<file path="config.mk">
export PLATFORM = sky130hd
export DESIGN_NAME = pciMasterStartSeq
export DESIGN_NICKNAME = d
export VERILOG_FILES = /design/src/rtl/pciSeqPkg.sv /design/src/rtl/pciSeqCtl.sv /design/src/rtl/pciSeqDp.sv /design/src/rtl/pciMasterStartSeq.sv
export SDC_FILE = /design/constraint.sdc
export NUM_CORES = 1
export LEC_CHECK = 0
export BUFFER_PORTS_ARGS = -buffer_cell sky130_fd_sc_hd__buf_2
export CAP_MARGIN = 20
export CORE_MARGIN = 3
export CORE_UTILIZATION = 40
export DETAILED_ROUTE_END_ITERATION = 8
export HOLD_SLACK_MARGIN = 0.02
export PLACE_DENSITY = 0.71
export SYNTH_ARGS = -nofsm -noshare
export SYNTH_HDL_FRONTEND = slang
export SYNTH_SLANG_ARGS = --single-unit
</file>
<file path="constraint.sdc">
create_clock -name clk -period 1.35 [get_ports clk]
set_input_delay 0.0675 -clock clk [delete_from_list [all_inputs] [get_ports clk]]
set_output_delay 0.0675 -clock clk [all_outputs]
set_load 0.1 [all_outputs]
</file>
<file path="src/rtl/pciSeqPkg.sv">
package pciSeqPkg;

  typedef enum logic [2:0] {
    sIdle = 3'd0,
    sReq  = 3'd1,
    sTurn = 3'd2,
    sAddr = 3'd3,
    sData = 3'd4
  } seqState_t;

  typedef struct packed {
    logic capIs64;
    logic capAddr;
    logic capBe;
    logic selAddr;
    logic selBe;
  } ctlStrobes_t;

endpackage

</file>
<file path="src/rtl/pciSeqCtl.sv">
module pciSeqCtl
  import pciSeqPkg::*;
#(
  parameter int MinGrantClocks = 3,
  parameter int StatusWidth    = 3
) (
  input  logic                   clk,
  input  logic                   rstN,
  input  logic                   locReq,
  input  logic                   busGntN,
  input  logic                   busFrameInN,
  input  logic                   busIrdyInN,
  input  logic                   is64Held,
  output ctlStrobes_t            ctl,
  output logic                   addrAck,
  output logic [StatusWidth-1:0] txStatus,
  output logic                   busReqN,
  output logic                   busFrameN,
  output logic                   busReq64N,
  output logic                   busDrvEn
);

  localparam int RunW = $clog2(MinGrantClocks + 1);
  localparam logic [RunW-1:0] RunMax  = RunW'(MinGrantClocks);
  localparam logic [RunW-1:0] RunNeed = RunW'(MinGrantClocks - 1);

  seqState_t state, stateNext;
  logic [RunW-1:0] gntRun;
  logic busIdle, granted, grantHeld;

  assign busIdle   = busFrameInN && busIrdyInN;
  assign granted   = !busGntN;
  assign grantHeld = granted && (gntRun >= RunNeed);

  always_comb begin
    stateNext = state;
    unique case (state)
      sIdle:   if (locReq) stateNext = sReq;
      sReq:    if (granted && busIdle) stateNext = sTurn;
      sTurn:   stateNext = granted ? sAddr : sReq;
      sAddr:   stateNext = sData;
      sData:   if (!locReq) stateNext = sIdle;
      default: stateNext = sIdle;
    endcase
  end

  always_ff @(posedge clk) begin
    if (!rstN) begin
      state  <= sIdle;
      gntRun <= '0;
    end else begin
      state <= stateNext;
      if (!granted || state == sIdle || state == sData) gntRun <= '0;
      else if (gntRun != RunMax) gntRun <= gntRun + 1'b1;
    end
  end

  always_comb begin
    ctl.capIs64 = (state == sIdle) && locReq;
    ctl.capAddr = (state == sTurn);
    ctl.capBe   = (state == sAddr);
    ctl.selAddr = (state == sAddr);
    ctl.selBe   = (state == sData);
  end

  always_comb begin
    txStatus    = '0;
    txStatus[0] = (state == sReq);
    txStatus[1] = (state == sTurn);
    txStatus[2] = (state == sAddr) && grantHeld;
  end

  assign addrAck   = (state == sTurn);
  assign busReqN   = !(state == sReq || state == sTurn || state == sAddr);
  assign busFrameN = !(state == sAddr || state == sData);
  assign busReq64N = !((state == sAddr) && is64Held);
  assign busDrvEn  = (state == sTurn || state == sAddr || state == sData);

endmodule

</file>
<file path="src/rtl/pciSeqDp.sv">
module pciSeqDp
  import pciSeqPkg::*;
#(
  parameter int AddrWidth = 32,
  parameter int CbeWidth  = 4
) (
  input  logic                 clk,
  input  logic                 rstN,
  input  ctlStrobes_t          ctl,
  input  logic                 locReq64,
  input  logic [AddrWidth-1:0] locAddr,
  input  logic [CbeWidth-1:0]  locCmd,
  input  logic [CbeWidth-1:0]  locByteEn,
  output logic                 is64Held,
  output logic [AddrWidth-1:0] busAd,
  output logic [CbeWidth-1:0]  busCbe
);

  logic [AddrWidth-1:0] addrReg;
  logic [CbeWidth-1:0]  cmdReg;
  logic [CbeWidth-1:0]  beReg;

  always_ff @(posedge clk) begin
    if (!rstN) begin
      is64Held <= 1'b0;
      addrReg  <= '0;
      cmdReg   <= '0;
      beReg    <= '0;
    end else begin
      if (ctl.capIs64) is64Held <= locReq64;
      if (ctl.capAddr) begin
        addrReg <= locAddr;
        cmdReg  <= locCmd;
      end
      if (ctl.capBe) beReg <= locByteEn;
    end
  end

  always_comb begin
    busAd  = ctl.selAddr ? addrReg : '0;
    busCbe = ctl.selAddr ? cmdReg : (ctl.selBe ? beReg : '0);
  end

endmodule

</file>
<file path="src/rtl/pciMasterStartSeq.sv">
module pciMasterStartSeq
  import pciSeqPkg::*;
#(
  parameter int AddrWidth      = 32,
  parameter int CbeWidth       = 4,
  parameter int MinGrantClocks = 3
) (
  input  logic                 clk,
  input  logic                 rstN,
  input  logic                 locReq,
  input  logic                 locReq64,
  input  logic [AddrWidth-1:0] locAddr,
  input  logic [CbeWidth-1:0]  locCmd,
  input  logic [CbeWidth-1:0]  locByteEn,
  output logic                 addrAck,
  output logic [2:0]           txStatus,
  input  logic                 busGntN,
  input  logic                 busFrameInN,
  input  logic                 busIrdyInN,
  output logic                 busReqN,
  output logic                 busFrameN,
  output logic                 busReq64N,
  output logic                 busDrvEn,
  output logic [AddrWidth-1:0] busAd,
  output logic [CbeWidth-1:0]  busCbe
);

  ctlStrobes_t ctl;
  logic is64Held;

  pciSeqCtl #(
    .MinGrantClocks(MinGrantClocks),
    .StatusWidth(3)
  ) i_ctl (
    .clk(clk),
    .rstN(rstN),
    .locReq(locReq),
    .busGntN(busGntN),
    .busFrameInN(busFrameInN),
    .busIrdyInN(busIrdyInN),
    .is64Held(is64Held),
    .ctl(ctl),
    .addrAck(addrAck),
    .txStatus(txStatus),
    .busReqN(busReqN),
    .busFrameN(busFrameN),
    .busReq64N(busReq64N),
    .busDrvEn(busDrvEn)
  );

  pciSeqDp #(
    .AddrWidth(AddrWidth),
    .CbeWidth(CbeWidth)
  ) i_dp (
    .clk(clk),
    .rstN(rstN),
    .ctl(ctl),
    .locReq64(locReq64),
    .locAddr(locAddr),
    .locCmd(locCmd),
    .locByteEn(locByteEn),
    .is64Held(is64Held),
    .busAd(busAd),
    .busCbe(busCbe)
  );

endmodule

</file>
==> summary.txt, run 1 <==
Max Root-Sink Buffers -> 2
Yosys warning total -> 0
post-layout min period -> 1.582 ns
adder-cell area share of the yosys netlist -> 1.115%
Synth area leaders -> dfxtp_1 41%, mux2i_1 18%, nand2_1 14%, and2_1 9.2%, buf_8 2.0%
Synth Area in Compound Gates -> 3.235%
Distinct cells, synth -> 29
hold_ws -> 0.01841 ns
status -> complete, but fails checks
Initial DRC Count -> 80
setup violators final -> 68
final net count -> 437
Worst Path Buf+Inv -> 2
Worst Path Required -> 1.28 ns
Async SR Flop Fraction -> 0%
logic gate share of total power -> 15.0%
vias per inst -> 4.780
register area share after synthesis -> 41.05%
worst IR drop on VDD -> 0.6320 mV
max incr delay on CP -> 0.36 ns
ANT nets after route -> 0
Post-Synth XOR/XNOR Area -> 0.3904%
ANT cells -> 0
final hold violation count -> 0
Num Clock Sinks -> 46
Detailed Route WL -> 6.799 mm
antenna violations before repair -> 0
Final Util -> 81.70%
Slew @ Worst Pin -> 0.3935 ns
syn avg cell area -> 8.695 µm²
Tcrit/Tclk final -> 117.2%
NetSw -> 0.6765 mW
CTS tree -> built
area leader, netlist -> dfxtp_1
Placement Setup Slack -> -0.08296 ns
io pins -> 91
RSZ-0062 raised after global routing -> true
multiplexer share of the synthesized area -> 18.29%
most frequent CP cell -> buf_12
Area after DPL -> 3625 µm²
syn_nets -> 307
crit path kind -> flop to primary output
share of post-route cells with drive strength above 1 -> 47.30%
chip width -> 80.89 µm
MaxCap Viol Count -> 0
Max FO, Critical Path -> 27
vias in the first global route -> 2230
TritonRoute pass-1 iters -> 4
ys flop type -> dfxtp_1
delay-heaviest family, CP -> simple AND/OR/NAND/NOR gates
die area -> 6543 µm²
gp weighted congestion -> 0.7268
Core ar. -> 5270 µm²
Synth Area in Simple Gates -> 28.78%
FF+latch count, synth -> 46
EDFF count, synth -> 0
Startpoint Class -> flop
DRC Markers -> 0
fmax -> 632.0 MHz
I/O Buffers -> 90
clk root buf -> clkbuf_8
Starting Density -> 42.57%
most frequent cells after synthesis -> 85 x nand2_1, 46 x dfxtp_1, 41 x mux2i_1
Clock Latency Late Sink -> 0.30 ns
CTS H-tree depth -> 2
Min-Delay Path Class -> input port to flop
largest family of logic cells by synthesized area -> simple AND/OR/NAND/NOR gates
final slew viol count -> 0
Setup WS post-layout -> -0.2322 ns
Cell Rows -> 26
Clock Skews -> 0.002831 ns
Post-Layout Inst Area -> 4305 µm²
first-pass GRT wire length -> 10.60 mm
clock share of power -> 35.1%
clock buffer count from CTS -> 5
crit path cell chain -> and3b_2, buf_12, and2_4, buf_12
Post-DP HPWL -> 4.307 mm
vias post-DR -> 2194
failing checks -> setup timing
Mapped Area -> 2243 µm²
drt wl/cell -> 14.81 µm
Layout area overhead -> 91.91%
P_int -> 2.096 mW
Leak -> 1.773 nW
relative slew slack -> 73.77%
top cell type's share of synthesized area -> 41.05%
GRT Total Usage -> 20.89%
grt ovf -> 0
largest net degree at the start of global routing -> 28
die height -> 80.89 µm
Syn Inst Count -> 258
Worst-path clk slew -> 0.08 ns
CP arrival -> 1.51 ns
Seq pwr share -> 49.8%
power density over the cells -> 644.0 nW/µm²
Worst path slowest cell -> dfxtp_4
most frequent cell after synthesis -> nand2_1
Sw Share -> 24.40%
crit end category -> primary output
==> cells in the final DEF, fill, tap and decap left out, types with 4 or more instances in the layout <==
cell type	synthesis	final
dfxtp_4	0	4
nand2_1	85	83
clkbuf_8	0	8
buf_6	2	4
mux2i_1	41	39
buf_12	0	50
a22o_4	0	4
buf_4	3	12
dlygate4sd3_1	0	28
dfxtp_1	46	41
and2_4	0	32
buf_2	6	46
==> cell families after synthesis <==
logic type | after synthesis
simple gates | 135
xor+xnor | 1
fa+ha+maj | 2
compound gates | 9
mux | 41
buf+inv | 24
flops | 46
==> through the flow <==
step / power, mW / cells / TNS, ns
after floorplan: 1.600 / 258 / -0.8500
after global placement: 1.721 / 411 / -0.3763
after detailed placement: 1.728 / 411 / -0.5420
after CTS: 2.769 / 457 / -10.39
after global routing: 2.889 / 459 / -13.92
final: 2.773 / 459 / -10.08
==> metal layers <==
metal / up-vias / part of all wire [%] / global-route usage [%]
met3: 7 / 7.7 / 8.204
met2: 68 / 51 / 37.60
met1: 1028 / 40 / 23.31
li1: 1091 / - / -
met4: 0 / 0.78 / 4.054
met5: - / 0 / 0
==> tightest hold or removal path: cells and delay by family <==
| family | cells | cell delay (ns) |
|---|---|---|
| and+or+nand+nor | 1 | 0.05 |
| buffers and inverters | 1 | 0.10 |
| muxes | 1 | 0.06 |
==> state kept, by name, summed over array words and instances (netlist names) <==
signal	flops
i_dp.addrReg	32
i_dp.beReg	4
i_dp.cmdReg	4
i_ctl.state	3
i_ctl.gntRun	2
i_dp.is64Held	1
==> path summary, 6_finish.rpt <==
| check | from | end | slack [ns] | depth (start not counted) |
|---|---|---|---|---|
| max reg2reg | i_ctl.state[2] | i_dp.addrReg[5] | -0.19 | 6 |
| min | locAddr[17] | i_dp.addrReg[17] | 0.02 | 3 |
| min reg2reg | i_dp.addrReg[31] | i_dp.addrReg[31] | 0.46 | 2 |
| max | i_ctl.state[2] | busAd[5] | -0.23 | 4 |
==> layout make-up <==
cell class                 instances  area (µm²)
clock buffer                       8       110.1
fill                             327       964.7
inverter                           3       11.26
multi-input combinational        188        1425
sequential                        46       937.1
tap                               70       87.58
timing repair buffer             144        1734
==> power groups by stage <==
stage | Sequential [mW] | Combinational (mW) | Clock [mW]
global route | 1.38 | 0.447 | 1.06
floorplan | 1.41 | 0.187 | 0
global placement | 1.41 | 0.308 | 0
detailed placement | 1.42 | 0.313 | 0
CTS | 1.38 | 0.395 | 0.991
finish | 1.38 | 0.417 | 0.974
==> repair_timing <==
action | in CTS | in global routing
endpoints found under the setup margin | 64 | 74
cloned | 1 | 1
buffers inserted | 10 | 1
resized for setup | 21 | 13
hold buffers | 28 | 0
pin swaps | 5 | 3
hold endpoints to repair | 28 | 0
Note: power is estimated with default switching activity, not from simulation.
==> run 2: changes to the inputs <==
PLACE_DENSITY = 0.68   (was 0.71)
clock period = 2 ns   (was 1.35 ns; I/O delays follow)
==> run 2 against run 1 <==
Against the previous run: the flow now finishes without violations; clock power fell by 14%; flip-flop and latch count is the same; non-clock buffer count down 48; sequential share of layout area rose by 5.0 points; critical path depth unchanged; via count down 12%; utilization shrank 16 points; clock skew rose by 0.0073 ns; final cell count decreased by 10%; die area did not move.
==> summary.txt, run 2 (synthesis results as in run 1) <==
die height -> 80.89 µm (unchanged)
Layout area overhead -> 53.54% (was 91.91%)
CTS Hold Buffers Added -> 0 (was 28)
most frequent cells in the layout -> 85 x nand2_1, 52 x buf_2, 44 x dfxtp_1, 41 x mux2i_1, 40 x buf_12 (was 83 x nand2_1, 50 x buf_12, 46 x buf_2, 41 x dfxtp_1, 39 x mux2i_1)
area of the multi-input gates -> 1189 µm² (was 1425 µm²)
gp weighted congestion -> 0.7841 (was 0.7268)
max reg flops -> 32 (unchanged)
setup violators final -> 0 (was 68)
Core ar. -> 5270 µm² (unchanged)
Slew @ Worst Pin -> 0.4887 ns (was 0.3935 ns)
clk root buf -> clkbuf_8 (unchanged)
Detailed Route WL -> 5.214 mm (was 6.799 mm)
crit end category -> primary output (unchanged)
fmax -> 546.1 MHz
register area -> 923.4 µm² (was 937.1 µm²)
clock buffer count from CTS -> 5 (unchanged)
post-layout min period -> 1.831 ns
die area -> 6543 µm² (unchanged)
chip width -> 80.89 µm (unchanged)
power density over the cells -> 567.2 nW/µm² (was 644.0 nW/µm²)
Max Root-Sink Buffers -> 2 (unchanged)
max incr delay on CP -> 0.49 ns (was 0.36 ns)
MaxCap Viol Count -> 0 (unchanged)
RSZ-0062 raised after global routing -> false (was true)
most common cell after layout, fill and taps aside -> nand2_1 (unchanged)
final net count -> 389 (was 437)
ANT cells -> 0 (unchanged)
CTS tree -> built (unchanged)
CP arrival -> 1.73 ns (was 1.51 ns)
busiest grt layer -> met2 (unchanged)
GRT Total Usage -> 17.24% (was 20.89%)
vias per inst -> 4.720 (was 4.780)
Reg2Reg Capture Point -> i_ctl.gntRun[1] (was i_dp.addrReg[5])
reg-to-reg slack, setup -> 0.55 ns (was -0.19 ns)
share of post-route cells with drive strength above 1 -> 33.14% (was 47.30%)
CTS H-tree depth -> 2 (unchanged)
crit path kind -> flop to primary output (unchanged)
relative slew slack -> 67.65% (was 73.77%)
Critical path destination -> busCbe[3] (was busAd[5])
Initial DRC Count -> 39 (was 80)
Startpoint Class -> flop (unchanged)
I/O Buffers -> 90 (unchanged)
TritonRoute pass-1 iters -> 4 (unchanged)
DRC Markers -> 0 (unchanged)
Tcrit/Tclk final -> 91.56%
worst IR drop on VDD -> 0.3930 mV (was 0.6320 mV)
io pins -> 91 (unchanged)
Top Registers -> i_dp.addrReg (32), i_dp.beReg (4), i_dp.cmdReg (4) (unchanged)
Num Clock Sinks -> 46 (unchanged)
first-pass GRT wire length -> 8.887 mm (was 10.60 mm)
vias post-DR -> 1940 (was 2194)
drt wl/cell -> 12.69 µm (was 14.81 µm)
largest net degree at the start of global routing -> 65 (was 28)
met1 GRT Util -> 20.89% (was 23.31%)
Clock Skews -> 0.01015 ns (was 0.002831 ns)
crit path from -> i_ctl.state[2] (unchanged)
FF-to-FF Start -> i_ctl.gntRun[0] (was i_ctl.state[2])
grt ovf -> 0 (unchanged)
Biggest register -> i_dp.addrReg (unchanged)
met2 usage -> 28.00% (was 37.60%)
setup repair bufs after CTS -> 0 (was 10)
vias in the first global route -> 1936 (was 2230)
final hold violation count -> 0 (unchanged)
Worst Path Required -> 1.90 ns (was 1.28 ns)
Inst Count DP -> 403 (was 411)
antenna violations before repair -> 0 (unchanged)
Starting Density -> 42.57% (unchanged)
final setup TNS -> 0 ns (was -10.08 ns)
status -> finished clean (was complete, but fails checks)
Layout fillers -> 447 (was 327)
Worst path slowest cell -> dfxtp_1 (was dfxtp_4)
crit path cell chain -> nor3b_4, buf_4, a22o_1, buf_12 (was and3b_2, buf_12, and2_4, buf_12)
Min-Delay Path Class -> input port to flop (unchanged)
Clock Latency Late Sink -> 0.29 ns (was 0.30 ns)
final slew viol count -> 0 (unchanged)
Max FO, Critical Path -> 8 (was 27)
Worst-path clk slew -> 0.09 ns (was 0.08 ns)
met3 usage -> 7.317% (was 8.204%)
reg2reg path depth -> 4 (was 6)
Post-DP HPWL -> 3.844 mm (was 4.307 mm)
Cell Rows -> 26 (unchanged)
Leak -> 1.400 nW (was 1.773 nW)
ANT nets after route -> 0 (unchanged)
Final Non-Filler Cells -> 411 (was 459)
## run 2: changes by cell type in the layout (fill, tap and decap cells not counted), moves of 3 or more
cell / before / now
dlygate4sd3_1: 28 / 0
dfxtp_4: 4 / 0
buf_6: 4 / 0
buf_12: 50 / 40
dfxtp_1: 41 / 44
buf_4: 12 / 4
and2_4: 32 / 0
a22o_4: 4 / 0
buf_2: 46 / 52
and2_1: 1 / 33
a22o_1: 1 / 5
## run 2: critical path, delay by kind of cell, from the launching register on
kind	cells	cell delay [ns]
buffers and inverters	2	0.38
AND/OR/NAND/NOR	1	0.37
AO/OA/AOI/OAI	1	0.20
flip-flops	1	0.49
## run 2: what timing repair did
item / 4_1_cts / 5_1_grt
resized for setup: 1 / 3
hold endpoints to repair: 0 / 0
pin swaps: 0 / 0
endpoints found under the setup margin: 1 / 14
gates cloned: 0 / 0
## run 2: how the worst min path moves through the flow
stage / from / cells past startpoint / end / slack, ns
CTS: busGntN / 2 / i_ctl.state[1] / 0.03
floorplan: busGntN / 1 / i_ctl.state[1] / 0.17
finish: locAddr[4] / 3 / i_dp.addrReg[4] / 0.04
global route: locAddr[18] / 3 / i_dp.addrReg[18] / 0.03
detailed placement: busGntN / 2 / i_ctl.state[1] / 0.35
global placement: busGntN / 2 / i_ctl.gntRun[0] / 0.34
## run 2: cell type report
cell class | instances | area share, %
clock buffer | 6 | 2.397
clock inverter | 2 | 1.744
inverter | 3 | 0.3269
multi-input combinational | 188 | 34.51
sequential | 46 | 26.81
tap | 70 | 2.543
timing repair buffer | 96 | 31.67
## run 2: power by group
part / leakage (nW) / switching [mW] / internal [mW] / total, mW
Clock: 0.0714 / 0.307 / 0.533 / 0.840
Sequential: 0.372 / 0.0116 / 0.927 / 0.939
Combinational: 0.957 / 0.105 / 0.0697 / 0.175
## run 2: per-stage QoR
stage | setup slack [ns] | power (mW) | hold WS, ns | util, % | instance area, µm²
global route | 0.04021 | 2.036 | 0.02705 | 65.36 | 3445
detailed placement | 0.3330 | 1.135 | 0.3489 | 62.46 | 3292
CTS | 0.05480 | 1.968 | 0.03318 | 65.19 | 3436
finish | 0.1689 | 1.954 | 0.04117 | 65.36 | 3445
floorplan | -0.3850 | 1.071 | 0.1728 | - | 2257
global placement | 0.3845 | 1.132 | 0.3412 | 62.46 | 3292
## run 2: per-layer routing
| layer | up-vias | routed length, µm |
|---|---|---|
| li1 | 996 | - |
| met1 | 883 | 2210 |
| met2 | 57 | 2501 |
| met3 | 4 | 468 |
| met4 | 0 | 34 |
| met5 | - | 0 |
==> run 3: changes to the inputs <==
SYNTH_HIERARCHICAL = 1   (was unset)
==> run 3 against run 2 <==
Against the previous run: flip-flop and latch count unchanged; count of clock-buffer cells in the layout fell by 1; routed wire length shrank 12%; combinational power is 9% higher; sequential share of layout area is 0.46 points higher; synthesized area up 1.1%; synthesized cell count decreased by 13%; utilization is 1.5 points lower; critical path type unchanged; highest routed layer unchanged.
==> summary.txt, run 3 <==
fmax -> 537.4 MHz (was 546.1 MHz)
setup violators final -> 0 (unchanged)
area leader, netlist -> dfxtp_1 (unchanged)
largest net degree at the start of global routing -> 49 (was 65)
die height -> 81.31 µm (was 80.89 µm)
Top Registers -> i_dp/addrReg (32), i_dp/beReg (4), i_dp/cmdReg (4) (was i_dp.addrReg (32), i_dp.beReg (4), i_dp.cmdReg (4))
Inst Count DP -> 366 (was 403)
Slew @ Worst Pin -> 0.6271 ns (was 0.4887 ns)
Core ar. -> 5303 µm² (was 5270 µm²)
DRC Markers -> 0 (unchanged)
CTS tree -> built (unchanged)
Clock Skews -> 0.003194 ns (was 0.01015 ns)
final net count -> 352 (was 389)
Final Non-Filler Cells -> 374 (was 411)
Tcrit/Tclk final -> 93.04% (was 91.56%)
ANT nets after route -> 0 (unchanged)
vias per inst -> 4.516 (was 4.720)
power density over the cells -> 530.8 nW/µm² (was 567.2 nW/µm²)
Leak -> 1.268 nW (was 1.400 nW)
most common cell after layout, fill and taps aside -> buf_2 (was nand2_1)
first-pass GRT wire length -> 7.645 mm (was 8.887 mm)
gp weighted congestion -> 0.7367 (was 0.7841)
Max Root-Sink Buffers -> 2 (unchanged)
Syn Inst Count -> 224 (was 258)
hold_ws -> 0.06071 ns (was 0.04117 ns)
area of the multi-input gates -> 1186 µm² (was 1189 µm²)
CP arrival -> 1.76 ns (was 1.73 ns)
Layout area overhead -> 49.31% (was 53.54%)
Biggest register -> i_dp/addrReg (was i_dp.addrReg)
max reg flops -> 32 (unchanged)
Worst path slowest cell -> dfxtp_1 (unchanged)
Num Clock Sinks -> 46 (unchanged)
clk root buf -> clkbuf_8 (unchanged)
syn_nets -> 273 (was 307)
Async SR Flop Fraction -> 0% (unchanged)
vias in the first global route -> 1689 (was 1936)
Layout fillers -> 416 (was 447)
Min-Delay Path Class -> input port to flop (unchanged)
I/O Buffers -> 90 (unchanged)
crit path cell chain -> and3b_1, buf_12, nand2_1, buf_2 (was nor3b_4, buf_4, a22o_1, buf_12)
EDFF count, synth -> 0 (unchanged)
ys flop type -> dfxtp_1 (unchanged)
crit path kind -> flop to primary output (unchanged)
Starting Density -> 42.78% (was 42.57%)
drt wl/cell -> 12.28 µm (was 12.69 µm)
hold_sp -> locAddr[29] (was locAddr[4])
Max FO, Critical Path -> 48 (was 8)
MaxCap Viol Count -> 0 (unchanged)
FF-to-FF Start -> i_ctl/state[1] (was i_ctl.gntRun[0])
CTS H-tree depth -> 2 (unchanged)
Hold Path Sink -> i_dp/addrReg[29] (was i_dp.addrReg[4])
reg2reg path depth -> 4 (unchanged)
Mapped Area -> 2268 µm² (was 2243 µm²)
ANT cells -> 0 (unchanged)
chip width -> 81.31 µm (was 80.89 µm)
Distinct cells, synth -> 35 (was 29)
most frequent cells in the layout -> 50 x buf_2, 44 x dfxtp_1, 41 x mux2i_1, 41 x nor2b_1, 40 x buf_12 (was 85 x nand2_1, 52 x buf_2, 44 x dfxtp_1, 41 x mux2i_1, 40 x buf_12)
io pins -> 91 (unchanged)
crit end category -> primary output (unchanged)
relative slew slack -> 58.19% (was 67.65%)
Reg2Reg Capture Point -> i_dp/addrReg[12] (was i_ctl.gntRun[1])
clock buffer count from CTS -> 5 (unchanged)
max incr delay on CP -> 0.55 ns (was 0.49 ns)
FF+latch count, synth -> 46 (unchanged)
post-layout min period -> 1.861 ns (was 1.831 ns)
Worst Path Buf+Inv -> 2 (unchanged)
Placement Setup Slack -> 0.3786 ns (was 0.3330 ns)
Initial DRC Count -> 89 (was 39)
Post-Layout Inst Area -> 3387 µm² (was 3445 µm²)
Pwr Total -> 1.798 mW (was 1.954 mW)
Worst Path Required -> 1.90 ns (about the same)
worst IR drop on VDD -> 0.3819 mV (was 0.3930 mV)
CTS Hold Buffers Added -> 0 (unchanged)
GRT Total Usage -> 14.70% (was 17.24%)
most frequent cells after synthesis -> 46 x dfxtp_1, 41 x mux2i_1, 41 x nor2b_1 (was 85 x nand2_1, 46 x dfxtp_1, 41 x mux2i_1)
Area after DPL -> 3274 µm² (was 3292 µm²)
register area -> 923.4 µm² (unchanged)
Hold Crit Depth -> 3 (unchanged)
final slew viol count -> 0 (unchanged)
die area -> 6611 µm² (was 6543 µm²)
top cell type's share of synthesized area -> 40.60% (was 41.05%)
status -> finished clean (unchanged)
Cell Rows -> 26 (unchanged)
Post-DP HPWL -> 3.366 mm (was 3.844 mm)
Setup WS post-layout -> 0.1392 ns (was 0.1689 ns)
Yosys warning total -> 6 (was 0)
vias post-DR -> 1689 (was 1940)
TritonRoute pass-1 iters -> 4 (unchanged)
Synth area leaders -> dfxtp_1 41%, mux2i_1 18%, nor2b_1 11%, and2_1 9.1%, buf_12 2.6% (was dfxtp_1 41%, mux2i_1 18%, nand2_1 14%, and2_1 9.2%, buf_8 2.0%)
final hold violation count -> 0 (unchanged)
share of post-route cells with drive strength above 1 -> 36.51% (was 33.14%)
Worst-path clk slew -> 0.08 ns (was 0.09 ns)
delay-heaviest family, CP -> buffers and inverters (was flip-flops)
register area share after synthesis -> 40.60% (was 41.05%)
grt ovf -> 0 (unchanged)
reg-to-reg slack, setup -> 0.51 ns (was 0.55 ns)
Detailed Route WL -> 4.592 mm (was 5.214 mm)
antenna violations before repair -> 0 (unchanged)
Startpoint Class -> flop (unchanged)
most frequent cell after synthesis -> dfxtp_1 (was nand2_1)
Clock Latency Late Sink -> 0.29 ns (about the same)
syn avg cell area -> 10.13 µm² (was 8.695 µm²)
-- run 3: cells by family after synthesis --
family	after synthesis	share of synthesized area, %
adders and majority gates	2	1.103
AOI/OAI and AO/OA	10	3.586
and+or+nand+nor	100	27.91
muxes	42	18.59
buffers and inverters	23	7.832
xor gates and xnor gates	1	0.3862
DFF	46	40.60
-- run 3: repair_timing --
item / in CTS / in global routing
buffers inserted: 0 / 0
gates resized for setup: 0 / 2
endpoints found under the setup margin: 0 / 5
-- run 3: power breakdown --
group,internal (mW),switching [mW],leakage (nW)
registers,0.930,0.0148,0.372
logic,0.0820,0.108,0.838
clock network,0.368,0.296,0.0579
total,1.38,0.419,1.27
-- run 3: worst register-to-register path, delay by kind of cell, from the launching register on --
family / cells / cell delay, ns
DFF: 1 / 0.45
muxes: 1 / 0.25
buffers and inverters: 1 / 0.39
and+or+nand+nor: 2 / 0.29
-- run 3: area by class of cell --
type	instances	share of cell area, %
clock buffer	5	2.032
tap	70	2.586
clock inverter	3	1.182
multi-input combinational	155	35.02
timing repair buffer	93	31.70
inverter	2	0.2216
sequential	46	27.26
-- run 3: worst max-delay path by stage --
stage / from / cells after the start / end
4_1_cts: i_ctl/state[2] / 4 / busFrameN
3_3_place_gp: i_ctl/state[2] / 4 / busFrameN
2_1_floorplan: i_ctl/state[0] / 6 / busCbe[0]
5_1_grt: i_ctl/state[2] / 4 / busFrameN
3_5_place_dp: i_ctl/state[0] / 4 / txStatus[2]
6_report: i_ctl/state[2] / 4 / busReq64N
-- run 3: routing by layer --
| metal | share of wire [%] | global-route usage (%) | vias up |
|---|---|---|---|
| li1 | - | - | 882 |
| met1 | 45 | 18.90 | 735 |
| met2 | 46 | 24.67 | 65 |
| met3 | 7.8 | 2.882 | 7 |
| met4 | 1.3 | 4.561 | 0 |
| met5 | 0 | 0 | - |
-- run 3: metrics by stage --
stage / setup TNS (ns) / utilization, %
4_1_cts: 0 / 63.80
5_1_grt: -0.003014 / 63.87
2_1_floorplan: -8.283 / -
6_report: 0 / 63.87
3_5_place_dp: 0 / 61.75
3_3_place_gp: 0 / 61.75
